`src/rtl/seg_bb_pkg.sv`:
```
package seg_bb_pkg;
  localparam int SEG_W   = 2;
  localparam int NSEG    = 1 << SEG_W;
  localparam int CFG_AW  = SEG_W + 2;

  typedef enum logic [SEG_W-1:0] {
    SEG_CODE  = 2'b00,
    SEG_HEAP  = 2'b01,
    SEG_STACK = 2'b10,
    SEG_DATA  = 2'b11
  } seg_class_e;

  // configuration address groups (upper two bits of cfg_addr)
  localparam logic [1:0] GRP_CTRL  = 2'b00;
  localparam logic [1:0] GRP_BASE  = 2'b01;
  localparam logic [1:0] GRP_LIMIT = 2'b10;

  // sub-addresses inside the control group
  localparam logic [SEG_W-1:0] CTRL_MODE  = 2'd0;
  localparam logic [SEG_W-1:0] CTRL_FENCE = 2'd1;
endpackage

```
`src/rtl/seg_rst_sync.sv`:
```
module seg_rst_sync (
  input  logic clk,
  input  logic rst_n,
  output logic rst_sync_n
);
  logic [1:0] stage_q;
  logic [1:0] stage_d;

  always_comb begin
    stage_d = {stage_q[0], 1'b1};
  end

  always_ff @(posedge clk or negedge rst_n) begin
    if (!rst_n) stage_q <= 2'b00;
    else        stage_q <= stage_d;
  end

  assign rst_sync_n = stage_q[1];
endmodule

```
`src/rtl/seg_cfg_regs.sv`:
```
module seg_cfg_regs
  import seg_bb_pkg::*;
#(
  parameter int AW = 32
) (
  input  logic                     clk,
  input  logic                     rst_n,
  input  logic                     we,
  input  logic [CFG_AW-1:0]        waddr,
  input  logic [AW-1:0]            wdata,
  output logic                     fence_en,
  output logic [AW-1:0]            fence_val,
  output logic [NSEG-1:0][AW-1:0]  base_val,
  output logic [NSEG-1:0][AW-1:0]  limit_val
);
  logic [1:0]       grp;
  logic [SEG_W-1:0] sub;

  assign grp = waddr[CFG_AW-1 -: 2];
  assign sub = waddr[SEG_W-1:0];

  // control registers
  logic          mode_en, fence_ld;
  logic          mode_q;
  logic [AW-1:0] fence_q;

  always_comb begin
    mode_en  = we && (grp == GRP_CTRL) && (sub == CTRL_MODE);
    fence_ld = we && (grp == GRP_CTRL) && (sub == CTRL_FENCE);
  end

  always_ff @(posedge clk or negedge rst_n) begin
    if (!rst_n) begin
      mode_q  <= 1'b0;
      fence_q <= '0;
    end else begin
      if (mode_en)  mode_q  <= wdata[0];
      if (fence_ld) fence_q <= wdata;
    end
  end

  assign fence_en  = mode_q;
  assign fence_val = fence_q;

  // per-segment offset / size pairs
  for (genvar s = 0; s < NSEG; s++) begin : g_seg
    logic          base_ld, limit_ld;
    logic [AW-1:0] base_q, limit_q;

    always_comb begin
      base_ld  = we && (grp == GRP_BASE)  && (sub == SEG_W'(s));
      limit_ld = we && (grp == GRP_LIMIT) && (sub == SEG_W'(s));
    end

    always_ff @(posedge clk or negedge rst_n) begin
      if (!rst_n) begin
        base_q  <= '0;
        limit_q <= '0;
      end else begin
        if (base_ld)  base_q  <= wdata;
        if (limit_ld) limit_q <= wdata;
      end
    end

    assign base_val[s]  = base_q;
    assign limit_val[s] = limit_q;
  end
endmodule

```
`src/rtl/seg_xlate.sv`:
```
module seg_xlate
  import seg_bb_pkg::*;
#(
  parameter int AW = 32
) (
  input  logic [AW-1:0]            laddr,
  input  logic [SEG_W-1:0]         seg,
  input  logic                     fence_en,
  input  logic [AW-1:0]            fence_val,
  input  logic [NSEG-1:0][AW-1:0]  base_val,
  input  logic [NSEG-1:0][AW-1:0]  limit_val,
  output logic [AW-1:0]            paddr,
  output logic                     fault,
  output logic [AW-1:0]            sel_limit
);
  logic [NSEG-1:0]          over;
  logic [NSEG-1:0][AW-1:0]  reloc;

  // every segment's comparator and adder run in parallel; class selects
  for (genvar s = 0; s < NSEG; s++) begin : g_chk
    assign over[s]  = (laddr >= limit_val[s]);
    assign reloc[s] = laddr + base_val[s];
  end

  logic below_fence;
  assign below_fence = (laddr < fence_val);

  always_comb begin
    sel_limit = limit_val[seg];
    if (fence_en) begin
      fault = below_fence;
      paddr = laddr;
    end else begin
      fault = over[seg];
      paddr = reloc[seg];
    end
  end
endmodule

```
`src/rtl/seg_out_stage.sv`:
```
module seg_out_stage #(
  parameter int AW = 32
) (
  input  logic          clk,
  input  logic          rst_n,
  input  logic          req_valid,
  input  logic [AW-1:0] laddr,
  input  logic [AW-1:0] paddr,
  input  logic          fault,
  output logic          mem_valid,
  output logic [AW-1:0] mem_paddr,
  output logic          exc_pulse,
  output logic [AW-1:0] fault_addr
);
  logic          valid_d, exc_d, pa_en, fa_en;
  logic          valid_q, exc_q;
  logic [AW-1:0] pa_q, fa_q;

  always_comb begin
    valid_d = req_valid && !fault;
    exc_d   = req_valid &&  fault;
    pa_en   = valid_d;
    fa_en   = exc_d;
  end

  always_ff @(posedge clk or negedge rst_n) begin
    if (!rst_n) begin
      valid_q <= 1'b0;
      exc_q   <= 1'b0;
      pa_q    <= '0;
      fa_q    <= '0;
    end else begin
      valid_q <= valid_d;
      exc_q   <= exc_d;
      if (pa_en) pa_q <= paddr;
      if (fa_en) fa_q <= laddr;
    end
  end

  assign mem_valid  = valid_q;
  assign exc_pulse  = exc_q;
  assign mem_paddr  = pa_q;
  assign fault_addr = fa_q;
endmodule

```
`src/rtl/seg_bb_guard.sv`:
```
module seg_bb_guard
  import seg_bb_pkg::*;
#(
  parameter int AW = 32
) (
  input  logic              clk,
  input  logic              rst_n,
  input  logic              cfg_we,
  input  logic [3:0]        cfg_addr,
  input  logic [AW-1:0]     cfg_wdata,
  input  logic              req_valid,
  input  logic [1:0]        req_seg,
  input  logic [AW-1:0]     req_addr,
  output logic              mem_valid,
  output logic [AW-1:0]     mem_paddr,
  output logic              exc_pulse,
  output logic [AW-1:0]     fault_addr
);
  logic                     rst_sync_n;
  logic                     fence_en;
  logic [AW-1:0]            fence_val;
  logic [NSEG-1:0][AW-1:0]  base_val;
  logic [NSEG-1:0][AW-1:0]  limit_val;
  logic [AW-1:0]            xl_paddr;
  logic                     xl_fault;
  logic [AW-1:0]            sel_limit;

  seg_rst_sync u_rst (
    .clk        (clk),
    .rst_n      (rst_n),
    .rst_sync_n (rst_sync_n)
  );

  seg_cfg_regs #(.AW(AW)) u_regs (
    .clk       (clk),
    .rst_n     (rst_sync_n),
    .we        (cfg_we),
    .waddr     (cfg_addr),
    .wdata     (cfg_wdata),
    .fence_en  (fence_en),
    .fence_val (fence_val),
    .base_val  (base_val),
    .limit_val (limit_val)
  );

  seg_xlate #(.AW(AW)) u_xlate (
    .laddr     (req_addr),
    .seg       (req_seg),
    .fence_en  (fence_en),
    .fence_val (fence_val),
    .base_val  (base_val),
    .limit_val (limit_val),
    .paddr     (xl_paddr),
    .fault     (xl_fault),
    .sel_limit (sel_limit)
  );

  seg_out_stage #(.AW(AW)) u_out (
    .clk        (clk),
    .rst_n      (rst_sync_n),
    .req_valid  (req_valid),
    .laddr      (req_addr),
    .paddr      (xl_paddr),
    .fault      (xl_fault),
    .mem_valid  (mem_valid),
    .mem_paddr  (mem_paddr),
    .exc_pulse  (exc_pulse),
    .fault_addr (fault_addr)
  );
endmodule

```
`config.mk`:
```
export PLATFORM = sky130hd
export DESIGN_NAME = seg_bb_guard
export DESIGN_NICKNAME = d
export VERILOG_FILES = /design/src/rtl/seg_bb_pkg.sv /design/src/rtl/seg_rst_sync.sv /design/src/rtl/seg_cfg_regs.sv /design/src/rtl/seg_xlate.sv /design/src/rtl/seg_out_stage.sv /design/src/rtl/seg_bb_guard.sv
export SDC_FILE = /design/constraint.sdc
export NUM_CORES = 1
export LEC_CHECK = 0
export BUFFER_PORTS_ARGS = -buffer_cell sky130_fd_sc_hd__buf_2
export CAP_MARGIN = 40
export CORE_MARGIN = 1
export CORE_UTILIZATION = 40
export DETAILED_ROUTE_END_ITERATION = 12
export GPL_TIMING_DRIVEN = 0
export PLACE_DENSITY = 0.62
export SYNTH_ARGS = -nofsm -noshare
export SYNTH_HDL_FRONTEND = slang
export SYNTH_HIERARCHICAL = 1
export SYNTH_SLANG_ARGS = --single-unit
```
`constraint.sdc`:
```
create_clock -name clk -period 14.53 [get_ports clk]
set_clock_uncertainty 0.15 [all_clocks]
set_input_delay 3.6325 -clock clk [delete_from_list [all_inputs] [get_ports clk]]
set_output_delay 3.6325 -clock clk [all_outputs]
set_load 0.03 [all_outputs]
```
After elaboration in Yosys (flattened, before gate mapping)

Cells that the tools add are included.

Reductions and logical operators: 18
$lt $le $gt $ge: 6
Mux-type cells: 6
Add/sub/neg operators: 4
Equal/unequal tests: 5

Operators with widths:

| kind                                                       | number |
|---|---|
| adder 32 bit                                               | 4 |
| >= comparator 32 bit                                       | 4 |
| binary-select mux 32 bit (select 2 bit)                    | 1 |
| 2-to-1 mux 32 bit                                          | 2 |
| less-than comparator 32 bit                                | 1 |
| logical AND 1 bit                                          | 15 |
| equality test 2 bit, second input constant                 | 3 |
| equality test 2 x 1 -> 1 bit, second input constant        | 2 |
| logical NOT 2 bit                                          | 2 |
| less-than comparator 2 x 3 -> 1 bit, second input constant | 1 |
| binary-select mux 1 bit (select 2 bit)                     | 1 |
| 2-to-1 mux 1 bit                                           | 2 |
| logical NOT 1 bit                                          | 1 |

Logic and storage cells: 54
Register bits: 357
Input bits: 74
Output and inout port bits: 66

Depth between registers and ports, before layout

Gate-level depths: netlist (run 1).

Depth in word-level cells: 6
Mapped depth: 16
Depth with buffers taken out: 14

Modules after synthesis

Netlist (run 1), hierarchy kept.

By module, submodules not included:

| module        | sequential area each (µm²) | cells an instance | area each (µm²) | times used |
|---|---|---|---|---|
| seg_xlate     | 0.0                        | 1621              | 12141.6         | 1 |
| seg_cfg_regs  | 7231.9                     | 626               | 11175.7         | 1 |
| seg_out_stage | 1651.6                     | 140               | 2610.0          | 1 |
| seg_rst_sync  | 50.0                       | 3                 | 53.8            | 1 |

Worst setup path after synthesis (run 1)

No wires, ideal clock.

Path kind: in2reg
Start point: input req_addr[0]
End point: register u_out.pa_q[28], in the netlist u_out/mem_paddr[28]
Buffers on the path: 0
Stages: 13
Library setup time: 0.125 ns
Setup slack: 7.751 ns
Arrival time: 6.504 ns
Required time: 14.255 ns
Cell sequence: ha_1 fa_1 a21oi_1 o22ai_1 o221ai_1 a2111oi_2 o22ai_1 o21a_1 o31a_1 o21ai_1 mux2_1 o221a_2 mux2_2

Elaborated cells on any way between the ends: 17
Those cells by class: add/sub: 4; order compare: 5; mux: 6; reduce/logical: 2

RTL lines:

| element                                   | line                | source |
|---|---|---|
| start, declared                           | seg_bb_guard.sv:13  | `input logic [AW-1:0] req_addr,` |
| adder 32 bit                              | seg_xlate.sv:22     | `assign reloc[s] = laddr + base_val[s];` |
| binary-select mux 32 bit (select 2 bit) * | seg_xlate.sv:35     | `paddr = reloc[seg];` |
| 2-to-1 mux 32 bit (implied by the code) * | seg_xlate.sv:35     |  |
| 2-to-1 mux 32 bit *                       | seg_xlate.sv:30     | `if (fence_en) begin` |
| named net xl_paddr[28]                    | seg_bb_guard.sv:24  | `logic [AW-1:0] xl_paddr;` |
| end signal, assigned                      | seg_out_stage.sv:35 | `if (pa_en) pa_q <= paddr;` |
| end, declared                             | seg_out_stage.sv:17 | `logic [AW-1:0] pa_q, fa_q;` |

The timed path passes the listed nets; every way through them passes the cells marked *. The select of a mux whose other input is x is not followed.
A chain may end at the register's enable or synchronous reset.

Worst setup path in the final report (run 1)

Start point: input req_addr[1]
End point: register u_out.pa_q[24], in the netlist u_out/mem_paddr[24]

The elaborated chain is that of the path after synthesis.

==> results of run 1 <==
-- cells in the final DEF (no fill, tap or decap), types with 13 or more instances in the layout --
master     count
mux2_2       226
or3_1         13
a21oi_1      150
xor2_1        47
o21a_1        14
nor2_1        97
a211oi_1      20
nor2b_1       20
mux2_1        33
nor3_1        24
xnor2_1       61
dfrtp_1      356
o21ai_0       68
o21bai_1      16
nand2b_1      23
clkbuf_16     45
o21ai_1       37
buf_2        145
a21o_1       113
nand2_1      113
clkbuf_1      39
nand4_1       37
mux4_2        18
inv_1        189
nand3_1       26
ha_1         283
a31oi_1       18
mux2_4        99
-- per-stage QoR --
step | setup slack, ps | instance area [um^2] | util
final | 6760 | 28700 | 0.463
after global routing | 6600 | 28700 | 0.462
after CTS | 6850 | 28700 | 0.462
after detailed placement | 6260 | 27200 | 0.438
after global placement | -711 | 27000 | 0.435
after floorplan | 3690 | 25200 | -
-- area by class of cell --
| class | count | area share |
|---|---|---|
| diodes | 1 | 0.0000872 |
| plain buffers | 73 | 0.0189 |
| clock buffers | 63 | 0.0447 |
| clock inverters | 20 | 0.00785 |
| inverters | 189 | 0.0247 |
| multi-input cells | 1735 | 0.525 |
| flip-flops and latches | 357 | 0.311 |
| well taps | 837 | 0.0365 |
| repair buffers | 148 | 0.0311 |
-- critical path: stages --
cell,delay [ps]
buf_2,430
fa_1,320
a21oi_1,120
o22ai_1,400
o221ai_1,280
a2111oi_2,640
o22ai_1,260
o21a_1,290
o31a_1,310
xnor2_1,280
o21ai_1,140
o41ai_1,730
mux2_4,280
-- per-layer routing --
metal,GRT usage,part of all wire,up-vias
met2,0.411,0.46,575
met3,0.0341,0.055,112
li1,-,-,9008
met4,0.0665,0.023,0
met5,0,0,-
met1,0.353,0.46,9748
-- how the worst max path moves through the flow --
| stage | startpoint | cells after the start | end | slack (ps) |
|---|---|---|---|---|
| final | req_addr[1] | 13 | u_out/mem_paddr[24] | 6760 |
| after global routing | req_addr[1] | 13 | u_out/mem_paddr[24] | 6600 |
| after CTS | req_addr[1] | 13 | u_out/mem_paddr[24] | 6850 |
| after detailed placement | req_addr[1] | 13 | u_out/mem_paddr[24] | 6260 |
| after global placement | u_rst/stage_q[1] | 0 | u_regs/g_seg[1].base_q[2] | -710 |
| after floorplan | u_rst/stage_q[1] | 0 | u_out/exc_pulse | 3690 |
-- power by group through the flow --
| stage | Sequential (W) | Combinational (W) | Clock, W |
|---|---|---|---|
| 4_1_cts | 0.00143 | 0.00206 | 0.00117 |
| 6_report | 0.00143 | 0.00208 | 0.00114 |
| 2_1_floorplan | 0.00160 | 0.00130 | 0 |
| 3_3_place_gp | 0.00145 | 0.00199 | 0 |
| 5_1_grt | 0.00147 | 0.00225 | 0.00121 |
| 3_5_place_dp | 0.00144 | 0.00204 | 0 |
-- flip-flops by register name, indices dropped and copies added (netlist names) --
register and count:
u_regs/g_seg.limit_q 128, u_out/exc_pulse 1, u_rst/stage_q 2, u_regs/fence_val 32, u_regs/fence_en 1, u_out/mem_paddr 32, u_out/fault_addr 32, u_regs/g_seg.base_q 128
u_out/mem_valid 1
==> flow_summary.ini, run 1 <==
[status]
status = completed

[synthesis]
syn_area_per_cell_um2 = 10.7
ys_warn_count = 6
synth_area_mm2 = 0.0252
netlist_instances = 2354
syn_nets = 2715

[hold_path]
hold_class = flip-flop to asynchronous set/reset pin

[global_route]
grt-ovfl-total = 0
grtUsageTotal = 0.253
grt_antenna_before_repair = 3
grt_pass1_wl_mm = 122
grt_max_degree = 68
grt_pass1_vias = 19998

[setup_path]
rr_worst_depth = 13
path_max_fanout = 15
start_kind = primary input
crit_path_end_kind = flip-flop
critical_path_class = primary input to flip-flop
arrival_ps = 8130
rrSetupSlack_ps = 9680
required_ps = 14890
rr_endpoint = u_out/mem_paddr[30]
worstReg2RegStart = u_regs/g_seg[3].base_q[0]

[power]
internal-power_w = 0.00284
power.switching_w = 0.00180
pwr-share-clk = 0.245
finalPower_w = 0.00464
combinationalPowerShare = 0.448
ir_drop_mv = 0.0733
swShare = 0.388
p_seq_frac = 0.307
p_leak_nw = 13.8
p_per_area_mw_per_mm2 = 162

[finish]
final-instance-count-excl-fill = 3423
multi_input_area_mm2 = 0.0151
drive_gt1_frac = 0.241
register_area_mm2 = 0.00894
syn_to_final_growth_pct = 13.7
fillers = 5752
final_nets = 2910

[die]
dieArea_mm2 = 0.0641
start_util = 0.407
ios = 140
fp.coreArea_mm2 = 0.0621
fp.dieW_um = 253
row_count = 91
die_h_um = 253

[sta]
min_period_ps = 7770
setup_tns_ps = 0
hold_viol_final = 0
setup_viol = 0
fmax_mhz = 129
worst_pin_slew_ps = 857
drv_slew = 0
rsz0062_at_grt = no
hold_ws_ps = 94.5
period_share = 0.535
slew_headroom = 0.428

[placed_design]
port-buffer-count = 138
place_hpwl_mm = 60.8
place.gp.congestion = 0.927
dp_cells = 3339

[routing]
first_iter_violations = 1364
drc = 0
wl_per_cell_um = 23.5
drt_pass1_iterations = 7
ant_nets = 0
vias_per_cell = 5.68
vias = 19443
wl_mm = 80.3

[clock_tree]
post_cts_resized = 0
cts-htree-levels = 2
cts_buffers = 45
cts_root_buffer = clkbuf_16
post-cts-setup-buffer-count = 0
clkSinkCount = 357
clock_latency_ps = 600
path_clk_slew_ps = 60
cts-hold-fix-buffers = 0
cts_buffer_depth = 3
cts_tree = built

[job]
cap_violations = 0
No activity file was read; power rests on OpenSTA's default activity.
==> run 2: changes to the inputs <==
--- a/config.mk
+++ b/config.mk
@@ -11,7 +11,7 @@
 export CORE_UTILIZATION = 40
 export DETAILED_ROUTE_END_ITERATION = 12
 export GPL_TIMING_DRIVEN = 0
-export PLACE_DENSITY = 0.62
+export PLACE_DENSITY = 0.64
 export SYNTH_ARGS = -nofsm -noshare
 export SYNTH_HDL_FRONTEND = slang
 export SYNTH_HIERARCHICAL = 1
==> constraint.sdc (replaced) <==
create_clock -name clk -period 6.72 [get_ports clk]
set_clock_uncertainty 0.15 [all_clocks]
set_input_delay 1.68 -clock clk [delete_from_list [all_inputs] [get_ports clk]]
set_output_delay 1.68 -clock clk [all_outputs]
set_load 0.03 [all_outputs]
==> flow_summary.ini, run 2 (same netlist as run 1, synthesis figures left out) <==
[sta]
period_share = 0.829
hold_viol_final = 0
fmax_mhz = 179
worst_pin_slew_ps = 860
rsz0062_at_grt = no
drv_slew = 0
slew_headroom = 0.412
setup_viol = 0
min_period_ps = 5570

[setup_path]
critical_path_class = primary input to flip-flop
start_kind = primary input
path_cells = buf_2, inv_1, ha_1, nand2b_1, a21o_1, a21o_1, a21oi_1, o21ai_1, a211oi_1, o21ai_0, a31oi_1, o311ai_0, a211o_1, nand2_2, buf_6, mux2_2
crit_path_end_kind = flip-flop
crit_top_cell = a21o_1
startpoint = req_addr[0]
worstReg2RegStart = u_regs/g_seg[3].base_q[0]
cp_num_buf_inv = 3
worstSetupPathDepth = 16
crit_family = compound AO/OA/AOI/OAI gates
arrival_ps = 5890
rr_worst_depth = 13
path_max_fanout = 10
required_ps = 7030
crit_path_top_delay_cell = a31oi_1
max_stage_delay_ps = 480

[status]
status = completed

[finish]
final_nets = 2909
final_common_cell = dfrtp_1
syn_to_final_growth_pct = 13.9
multi_input_area_mm2 = 0.0151
mostFrequentLayoutCells = dfrtp_1, ha_1, mux2_2
final-instance-count-excl-fill = 3422
top_regs = u_regs/g_seg.base_q x128, u_regs/g_seg.limit_q x128
drive_gt1_frac = 0.243
fillers = 5701
n_antenna_cell = 0
fin_util = 0.463
register_area_mm2 = 0.00894

[clock_tree]
cts_buffer_depth = 3
cts-hold-fix-buffers = 0
cts_root_buffer = clkbuf_16
cts_buffers = 45
cts_tree = built
cts-htree-levels = 2
post_cts_resized = 0
path_clk_slew_ps = 60
clkSinkCount = 357
clock_latency_ps = 600
post-cts-setup-buffer-count = 0

[job]
cap_violations = 0

[global_route]
grt_pass1_vias = 19697
grtUsageTotal = 0.246
grt_max_degree = 61
grt_pass1_wl_mm = 119
grt_use_met3 = 0.0373
grt-ovfl-total = 0
grt_antenna_before_repair = 5
globalRouteMet1Util = 0.335
use_met2 = 0.401
grt.busiest_layer = met2

[power]
p_leak_nw = 13.9
combinationalPowerShare = 0.442
p_seq_frac = 0.305
internal-power_w = 0.00624
pwr-share-clk = 0.253
power.switching_w = 0.00388
swShare = 0.384
p_per_area_mw_per_mm2 = 352
finalPower_w = 0.0101
ir_drop_mv = 0.163

[routing]
ant_nets = 0
drt_pass1_iterations = 8
wl_mm = 78.4
vias = 19524
drc = 0
first_iter_violations = 1429
vias_per_cell = 5.71
wl_per_cell_um = 22.9

[die]
start_util = 0.407
fp.dieW_um = 253
dieArea_mm2 = 0.0641
row_count = 91
fp.coreArea_mm2 = 0.0621
ios = 140
die_h_um = 253

[placed_design]
place_hpwl_mm = 58.7
place.gp.congestion = 0.973
dp_cells = 3338
port-buffer-count = 138

[hold_path]
hold_class = flip-flop to asynchronous set/reset pin
-- run 2: cell count changes in the layout (fill, tap and decap cells not counted), sizes merged --
cell,previous run,this run
bufinv,3,4
diode,1,0
clkinvlp,4,0
clkinv,12,14
clkbuf,93,94
buf,191,190
inv,190,191
-- run 2: power groups by stage --
stage	logic, W	clock network [W]	registers, W
after floorplan	0.00281	0	0.00345
after global placement	0.00424	0	0.00314
after detailed placement	0.00438	0	0.00312
after CTS	0.00441	0.00261	0.00309
after global routing	0.00483	0.00270	0.00317
final	0.00447	0.00256	0.00309
-- run 2: worst register-to-register path, delay by kind of cell (launching register included) --
kind,cells,cell delay (ps)
muxes,2,390
adders and majority gates,2,690
and+or+nand+nor,1,160
AOI/OAI and AO/OA,8,2740
DFF,1,380
-- run 2: final timing paths --
check,to,slack (ps)
max in group asynchronous,u_regs/g_seg[1].base_q[8],4910
min in group clk,u_rst/stage_q[1],200
setup reg to reg,u_out/mem_paddr[24],2140
setup / recovery,u_out/fault_addr[7],1150
hold / removal,u_out/fault_addr[20],160
hold reg to reg,u_out/fault_addr[20],160
-- run 2: layer usage --
| layer | up-vias | routed length [um] |
|---|---|---|
| met3 | 120 | 5040 |
| li1 | 8984 | - |
| met4 | 4 | 2100 |
| met1 | 9735 | 35400 |
| met5 | - | 21 |
| met2 | 681 | 35900 |
-- run 2: per-stage QoR --
step | setup slack, ps | hold slack (ps) | instance area (um^2) | TNS (ps)
final | 1150 | 160 | 28700 | 0
after detailed placement | 526 | 174 | 27200 | 0
after global routing | 1010 | 204 | 28700 | 0
after floorplan | 738 | 181 | 25200 | 0
after CTS | 1120 | 183 | 28700 | 0
after global placement | -1680 | 187 | 27000 | -577990
-- run 2: final cells by class --
type / count / share of cell area
clock buffer: 64 / 0.0470
tap: 837 / 0.0364
timing repair buffer: 147 / 0.0309
inverter: 189 / 0.0247
clock inverter: 20 / 0.00723
sequential: 357 / 0.311
multi-input combinational: 1735 / 0.524
buffer: 73 / 0.0188
==> run 3: changes to the inputs <==
--- a/config.mk
+++ b/config.mk
@@ -11,7 +11,7 @@
 export CORE_UTILIZATION = 40
 export DETAILED_ROUTE_END_ITERATION = 12
 export GPL_TIMING_DRIVEN = 0
-export PLACE_DENSITY = 0.64
+export PLACE_DENSITY = 0.62
 export SYNTH_ARGS = -nofsm -noshare
 export SYNTH_HDL_FRONTEND = slang
 export SYNTH_HIERARCHICAL = 1
==> constraint.sdc (replaced) <==
create_clock -name clk -period 5.74 [get_ports clk]
set_clock_uncertainty 0.15 [all_clocks]
set_input_delay 1.435 -clock clk [delete_from_list [all_inputs] [get_ports clk]]
set_output_delay 1.435 -clock clk [all_outputs]
set_load 0.03 [all_outputs]
==> flow_summary.ini, run 3 (same netlist as run 1, synthesis figures left out) <==
[finish]
syn_to_final_growth_pct = 13.6
fin_util = 0.462
multi_input_area_mm2 = 0.0151
stdcell_area_mm2 = 0.0287
final_common_cell = dfrtp_1
register_area_mm2 = 0.00894
final_nets = 2910
fillers = 5699
top_regs = u_regs/g_seg.base_q x128, u_regs/g_seg.limit_q x128
drive_gt1_frac = 0.240
mostFrequentLayoutCells = dfrtp_1, ha_1, mux2_2

[die]
fp.dieW_um = 253
fp.coreArea_mm2 = 0.0621
ios = 140
row_count = 91
die_h_um = 253
start_util = 0.407
dieArea_mm2 = 0.0641

[sta]
hold_viol_final = 0
rsz0062_at_grt = no
setup_viol = 0
worst_pin_slew_ps = 923
period_share = 0.970
slew_headroom = 0.384
drv_slew = 0
fmax_mhz = 180
hold_ws_ps = 185
min_period_ps = 5570

[power]
combinationalPowerShare = 0.447
power.switching_w = 0.00448
p_per_area_mw_per_mm2 = 408
pwr-share-clk = 0.246
p_seq_frac = 0.308
swShare = 0.383
p_leak_nw = 13.8
ir_drop_mv = 0.194
internal-power_w = 0.00722

[routing]
highest_layer = met4
ant_nets = 0
wl_met3_mm = 4.80
drt_pass1_iterations = 5
drc = 0
vias_per_cell = 5.66
wl_mm = 78.1
first_iter_violations = 1347
wl_per_cell_um = 22.9
drt-met1-wl_mm = 35.4
vias = 19347
met2_length_mm = 35.9

[setup_path]
path_max_fanout = 10
crit_path_top_delay_cell = a31oi_1
crit_path_end_kind = flip-flop
arrival_ps = 5870
crit_top_cell = a21o_1
required_ps = 6040
path_cells = buf_2, inv_1, ha_1, nand2b_1, a21o_1, a21o_1, a21oi_1, o21ai_1, a211oi_1, o21ai_0, a31oi_1, o311ai_0, a211o_1, nand2_2, buf_6, mux2_2
start_kind = primary input
max_stage_delay_ps = 560
critical_path_class = primary input to flip-flop

[clock_tree]
cts_tree = built
cts_buffers = 45
clock_latency_ps = 580
cts_root_buffer = clkbuf_16
cts-htree-levels = 2
clkSinkCount = 357
post_cts_resized = 0
cts_buffer_depth = 3
path_clk_slew_ps = 60
cts-hold-fix-buffers = 1
post-cts-setup-buffer-count = 0

[placed_design]
place_area_mm2 = 0.0272
port-buffer-count = 138
place.gp.congestion = 0.945
place_hpwl_mm = 59.1

[global_route]
grt_pass1_vias = 19535
grt_pass1_wl_mm = 118
grtUsageTotal = 0.245
grt_antenna_before_repair = 3
grt-ovfl-total = 0
grt_max_degree = 68

[status]
status = completed

[hold_path]
hold_class = flip-flop to asynchronous set/reset pin

[job]
cap_violations = 0
## run 3: per-layer routing
metal / vias to the layer above / track usage
met5: - / 0
met4: 0 / 0.0686
met3: 110 / 0.0409
met1: 9665 / 0.335
li1: 9008 / -
met2: 564 / 0.396
## run 3: power by group through the flow
stage                     Sequential, W  Combinational (W)  Clock [W]
after floorplan                 0.00403            0.00329          0
after global placement          0.00367            0.00498          0
after detailed placement        0.00365            0.00514          0
after CTS                       0.00361            0.00518    0.00296
after global routing            0.00370            0.00567    0.00306
final                           0.00360            0.00523    0.00287
## run 3: critical path, delay by kind of cell
kind	cells	cell delay (ps)
and+or+nand+nor	2	630
muxes	1	360
adders and majority gates	1	280
buffers and inverters	3	600
AOI/OAI and AO/OA	9	2540
## run 3: final cells by class
class                           instances  share of cell area
Clock inverter                         15             0.00663
Timing Repair Buffer                  148              0.0314
Sequential cell                       357               0.312
Multi-Input combinational cell       1735               0.525
Tap cell                              837              0.0365
Inverter                              189              0.0247
Buffer                                 73              0.0189
Clock buffer                           62              0.0450
Antenna cell                            1           0.0000873
## run 3: through the flow
stage | total power (W) | cells | setup WS (ps) | TNS [ps]
global route | 0.0124 | 3416 | 67.1 | 0
detailed placement | 0.00879 | 3338 | -358 | -12010
global placement | 0.00864 | 3329 | -362 | -12890
floorplan | 0.00733 | 2354 | 1160 | 0
finish | 0.0117 | 3417 | 171 | 0
CTS | 0.0117 | 3416 | 229 | 0
## run 3: final timing paths
path	cells past startpoint	to	start	slack, ps
max	16	u_out/fault_addr[10]	req_addr[0]	170
min	1	u_out/fault_addr[20]	u_rst/stage_q[1]	190
max reg2reg	14	u_out/fault_addr[10]	u_regs/g_seg[0].limit_q[0]	980
min reg2reg	1	u_out/fault_addr[20]	u_rst/stage_q[1]	190
max in group asynchronous	3	u_out/fault_addr[2]	u_rst/stage_q[1]	4260
min in group clk	0	u_rst/stage_q[1]	u_rst/stage_q[0]	210
